$ cat src/rtl/dma_rdy_pkg.sv
package dma_rdy_pkg;

  // Trigger value of zero behaves like a trigger of one.
  function automatic int eff_trig(input int trig);
    return (trig < 1) ? 1 : trig;
  endfunction

  // Free locations in a FIFO of the given depth; an over-range fill means none.
  function automatic int free_slots(input int depth, input int fill);
    return (fill >= depth) ? 0 : depth - fill;
  endfunction

  function automatic logic is_full(input int depth, input int fill);
    return fill >= depth;
  endfunction

endpackage

$ cat src/rtl/rdy_latch.sv
module rdy_latch (
  input  logic clk,
  input  logic rst_n,
  input  logic set_ev,
  input  logic clr_ev,
  output logic rdy_n
);

  always_ff @(posedge clk) begin
    if (!rst_n)      rdy_n <= 1'b1;
    else if (clr_ev) rdy_n <= 1'b1;
    else if (set_ev) rdy_n <= 1'b0;
  end


  clear_wins_chk: assert property (@(posedge clk) disable iff (!rst_n)
    clr_ev |=> rdy_n);


  set_takes_chk: assert property (@(posedge clk) disable iff (!rst_n)
    (set_ev && !clr_ev) |=> !rdy_n);


  hold_idle_chk: assert property (@(posedge clk) disable iff (!rst_n)
    (!set_ev && !clr_ev) |=> $stable(rdy_n));

endmodule

$ cat src/rtl/tx_rdy_path.sv
module tx_rdy_path
  import dma_rdy_pkg::*;
#(
  parameter int DEPTH = 64,
  parameter int CW    = 7
) (
  input  logic [CW-1:0] fill,
  input  logic [CW-1:0] trig,
  output logic          set_ev,
  output logic          clr_ev
);

  int free_n;
  int trig_n;

  always_comb begin
    free_n = free_slots(DEPTH, int'(fill));
    trig_n = eff_trig(int'(trig));
    clr_ev = is_full(DEPTH, int'(fill));
    set_ev = (free_n >= trig_n);
  end

endmodule

$ cat src/rtl/rx_rdy_path.sv
module rx_rdy_path
  import dma_rdy_pkg::*;
#(
  parameter int CW = 7
) (
  input  logic [CW-1:0] fill,
  input  logic [CW-1:0] trig,
  input  logic          timeout,
  input  logic          fifo_err,
  output logic          set_ev,
  output logic          clr_ev
);

  logic level_hit;
  logic empty;

  always_comb begin
    level_hit = (int'(fill) >= eff_trig(int'(trig)));
    empty     = (fill == '0);
    set_ev    = level_hit | timeout;
    clr_ev    = empty | fifo_err;
  end

endmodule

$ cat src/rtl/dma_rdy_gen.sv
module dma_rdy_gen #(
  parameter  int DEPTH = 64,
  localparam int CW    = $clog2(DEPTH + 1)
) (
  input  logic          clk,
  input  logic          rst_n,
  input  logic [CW-1:0] tx_fill,
  input  logic [CW-1:0] tx_trig,
  input  logic [CW-1:0] rx_fill,
  input  logic [CW-1:0] rx_trig,
  input  logic          rx_timeout,
  input  logic          rx_fifo_err,
  output logic          tx_rdy_n,
  output logic          rx_rdy_n
);

  logic tx_set, tx_clr, rx_set, rx_clr;

  tx_rdy_path #(.DEPTH(DEPTH), .CW(CW)) u_tx_path (
    .fill(tx_fill), .trig(tx_trig), .set_ev(tx_set), .clr_ev(tx_clr)
  );

  rx_rdy_path #(.CW(CW)) u_rx_path (
    .fill(rx_fill), .trig(rx_trig), .timeout(rx_timeout),
    .fifo_err(rx_fifo_err), .set_ev(rx_set), .clr_ev(rx_clr)
  );

  rdy_latch u_tx_latch (
    .clk(clk), .rst_n(rst_n), .set_ev(tx_set), .clr_ev(tx_clr), .rdy_n(tx_rdy_n)
  );

  rdy_latch u_rx_latch (
    .clk(clk), .rst_n(rst_n), .set_ev(rx_set), .clr_ev(rx_clr), .rdy_n(rx_rdy_n)
  );


  reset_idle_chk: assert property (@(posedge clk)
    !rst_n |=> (tx_rdy_n && rx_rdy_n));


  tx_full_drop_chk: assert property (@(posedge clk) disable iff (!rst_n)
    (int'(tx_fill) >= DEPTH) |=> tx_rdy_n);


  rx_err_drop_chk: assert property (@(posedge clk) disable iff (!rst_n)
    rx_fifo_err |=> rx_rdy_n);


  rx_empty_drop_chk: assert property (@(posedge clk) disable iff (!rst_n)
    (rx_fill == '0) |=> rx_rdy_n);


  rx_timeout_raise_chk: assert property (@(posedge clk) disable iff (!rst_n)
    (rx_timeout && !rx_fifo_err && rx_fill != '0) |=> !rx_rdy_n);

endmodule

$ cat config.mk
export PLATFORM = sky130hd
export DESIGN_NAME = dma_rdy_gen
export DESIGN_NICKNAME = d
export VERILOG_FILES = /design/src/rtl/dma_rdy_pkg.sv /design/src/rtl/rdy_latch.sv /design/src/rtl/tx_rdy_path.sv /design/src/rtl/rx_rdy_path.sv /design/src/rtl/dma_rdy_gen.sv
export SDC_FILE = /design/constraint.sdc
export NUM_CORES = 1
export LEC_CHECK = 0
export ABC_AREA = 1
export BUFFER_PORTS_ARGS = -buffer_cell sky130_fd_sc_hd__clkbuf_2
export CORE_AREA = 2 2 44 46
export CTS_BUF_LIST = sky130_fd_sc_hd__clkbuf_16
export CTS_CLUSTER_DIAMETER = 80
export CTS_CLUSTER_SIZE = 24
export DETAILED_ROUTE_END_ITERATION = 6
export DIE_AREA = 0 0 46 48
export GPL_ROUTABILITY_DRIVEN = 0
export MAX_ROUTING_LAYER = met4
export PLACE_DENSITY = 0.74
export SLEW_MARGIN = 5
export SYNTH_ARGS = -nofsm -noshare
export SYNTH_HDL_FRONTEND = slang
export SYNTH_SLANG_ARGS = --single-unit
$ cat constraint.sdc
create_clock -name clk -period 1.7 [get_ports clk]
set_input_delay 0.34 -clock clk [delete_from_list [all_inputs] [get_ports clk]]
set_output_delay 0.34 -clock clk [all_outputs]
set_load 0.02 [all_outputs]
==> impl_metrics.env <==
export IMPL_run_status="completed"
export IMPL_cts_tree="done"
export IMPL_hp_class="input port to flip-flop"
export IMPL_ys_warn_count=0
export IMPL_timing_final_crit_share_pct=88.9
export IMPL_n_antenna_cell=0
export IMPL_die_x_um=46
export IMPL_r2r_start="u_rx_latch.rdy_n"
export IMPL_slew_headroom_pct=87.6
export IMPL_viasPerCell=4.52
export IMPL_insertion_delay_ns=0.22
export IMPL_postSynthCellCount=118
export IMPL_cts_buffer_depth=2
export IMPL_placedInstanceArea_um2=850
export IMPL_fmax_mhz=662
export IMPL_worstPathMaxFanout=3
export IMPL_cpPeakStageDelay_ns=0.26
export IMPL_drtIter0Drc=6
export IMPL_final_area_um2=925
export IMPL_cts_num_sinks=2
export IMPL_grt_max_degree=6
export IMPL_final_hold_viol_count=0
export IMPL_ys_async_sr_fraction_pct=0
export IMPL_fillers=163
export IMPL_cp_start_kind="input port"
export IMPL_clk_pin_slew_worst_paths_ns=0.03
export IMPL_ys_top_cells_by_area="ha_1, nand2_1, inv_1"
export IMPL_cellPowerDensity_nw_per_um2=613
export IMPL_overflow=0
export IMPL_io_buffers=33
export IMPL_htreeDepth=1
export IMPL_die_area_um2=2210
export IMPL_synth_nets=165
export IMPL_setup_viol=0
export IMPL_synth_top_area_share_pct=28.6
export IMPL_ctsRootBufferMaster="clkbuf_16"
export IMPL_ctsResizeCount=0
export IMPL_skew_ns=0
export IMPL_synth_top_cell_by_area="ha_1"
export IMPL_drv_slew=0
export IMPL_die_h_um=48
export IMPL_antenna_found_initial=0
export IMPL_finalWorstSetupSlack_ns=0.188
export IMPL_cts_buffers=3
export IMPL_netlist_area_um2=656
export IMPL_cp_arrival_ns=1.67
export IMPL_finalPower_mw=0.567
export IMPL_nets=204
export IMPL_pre_cts_slack_ns=-0.0357
export IMPL_final_antenna_net_count=0
export IMPL_maxCapViolCount=0
export IMPL_ir_worst_vdd_uv=673
export IMPL_critPathCaptureType="flip-flop"
export IMPL_synth_ff_type="dfxtp_1"
export IMPL_postCtsHoldBufs=0
export IMPL_crit_required_ns=1.86
export IMPL_synth_most_common_cell="nand2_1"
export IMPL_drc_errors=0
export IMPL_fin_util_pct=54.7
export IMPL_regToRegEndpoint="u_rx_latch.rdy_n"
export IMPL_start_util_pct=38.8
export IMPL_yosys_top_cells_count="nand2_1, inv_1, nor2_1"
export IMPL_synth_edf_count=0
export IMPL_hold_path_depth=4
export IMPL_syn_avg_cell_area_um2=5.56
export IMPL_post_cts_buffers=0
export IMPL_rrSetupSlack_ns=0.98
export IMPL_track_usage_pct=16.0
export IMPL_coreArea_um2=1690
export IMPL_io_pins=34
export IMPL_area_growth_pct=41.0
export IMPL_synth_seq_area_share_pct=6.11
export IMPL_ys_ff_latch=2
export IMPL_path_class="input port to flip-flop"
export IMPL_rsz0062_at_grt="no"
export IMPL_grt_pass1_vias=668
export IMPL_path_cells="clkbuf_2 -> inv_1 -> ha_1 -> inv_1 -> nor2_1 -> nand2_1 -> nor3_1 -> ha_1 -> nand2_1 -> nand3b_1 -> a21oi_1 -> nand2_1 -> nand2_1"
export IMPL_placementRows=15
export IMPL_dr_pass1_iters=4
export IMPL_rr_worst_depth=4
export IMPL_dp_hpwl_um=1370
export IMPL_hold_end="u_tx_latch.rdy_n"
export IMPL_crit_path_top_delay_cell="ha_1"
export IMPL_p_leak_nw=0.614
export IMPL_wirelength_um=1460
export IMPL_synth_distinct_cells=16
export IMPL_fin_crit_ns=1.51
export IMPL_grt_pass1_wl_um=2560
export IMPL_tightest_slew_ns=0.185
export IMPL_drive_above_1_share_pct=25.2
export IMPL_wire_per_inst_um=8.51
export IMPL_cpMostUsedCell="nand2_1"
export IMPL_via_count=777
export IMPL_hp_start="rst_n"
[routing by layer]
metal  share of wire (%)  global-route usage, %
met3                 4.0                   3.40
met5                   0                      -
met2                  52                   29.2
met4                   0                      0
met1                  44                   19.2
[critical path: cells and delay by family]
kind / cells / cell delay [ns]
compound gates: 1 / 0.12
fa+ha+maj: 2 / 0.40
buf+inv: 3 / 0.21
simple gates: 7 / 0.60
[cell families after synthesis]
logic type | synth area share (%)
buffers and inverters | 18.3
flip-flops | 6.11
XOR/XNOR | 1.34
AO/OA/AOI/OAI | 6.11
adder cells (fa/ha/maj) | 28.6
AND/OR/NAND/NOR | 39.5
[power by group]
part           internal [mW]  leakage [nW]  total [mW]  switching [mW]
Clock                  0.299        0.0370       0.350          0.0505
Sequential            0.0499        0.0165      0.0512         0.00132
Combinational         0.0772         0.561       0.166          0.0891
Total                  0.426         0.614       0.567           0.141
[area by class of cell]
type	instances	area [um2]	area share, %
multi-input combinational	84	495	53.6
timing repair buffer	34	173	18.7
inverter	32	120	13.0
clock buffer	3	75.1	8.12
sequential	2	40.0	4.33
tap	17	21.3	2.30
[sequential cells by signal, summed over array words and instances (netlist names)]
| signal | count |
|---|---|
| u_tx_latch.rdy_n | 1 |
| u_rx_latch.rdy_n | 1 |
[through the flow]
| stage | instances | hold slack (ns) | TNS, ns |
|---|---|---|---|
| 2_1_floorplan | 118 | 0.439 | 0 |
| 4_1_cts | 172 | 0.399 | 0 |
| 6_report | 172 | 0.394 | 0 |
| 3_3_place_gp | 169 | 0.555 | 0 |
| 5_1_grt | 172 | 0.422 | 0 |
| 3_5_place_dp | 169 | 0.556 | -0.0357 |
[how the worst max path moves through the flow]
stage | cells after the start | slack [ns] | end | startpoint
after global placement | 13 | 0.007 | u_tx_latch.rdy_n | tx_fill[0]
after CTS | 13 | 0.18 | u_tx_latch.rdy_n | tx_fill[0]
after floorplan | 12 | 0.11 | u_tx_latch.rdy_n | tx_fill[0]
after detailed placement | 13 | -0.04 | u_tx_latch.rdy_n | tx_fill[0]
final | 13 | 0.19 | u_tx_latch.rdy_n | tx_fill[0]
after global routing | 13 | 0.01 | u_tx_latch.rdy_n | tx_fill[0]
[layout by cell type (no fill, tap or decap), types with 2 or more instances in the layout]
| master | synthesis | layout |
|---|---|---|
| nand2_1 | 33 | 33 |
| clkbuf_2 | 0 | 33 |
| inv_1 | 32 | 32 |
| nor2_1 | 16 | 16 |
| ha_1 | 15 | 15 |
| a21oi_1 | 4 | 4 |
| nor3_1 | 3 | 3 |
| clkbuf_16 | 0 | 3 |
| nand3_1 | 2 | 2 |
| nand4_1 | 2 | 2 |
| o21bai_1 | 2 | 2 |
| nand3b_1 | 2 | 2 |
| dfxtp_1 | 2 | 2 |
(Power assumes the default switching activity.)
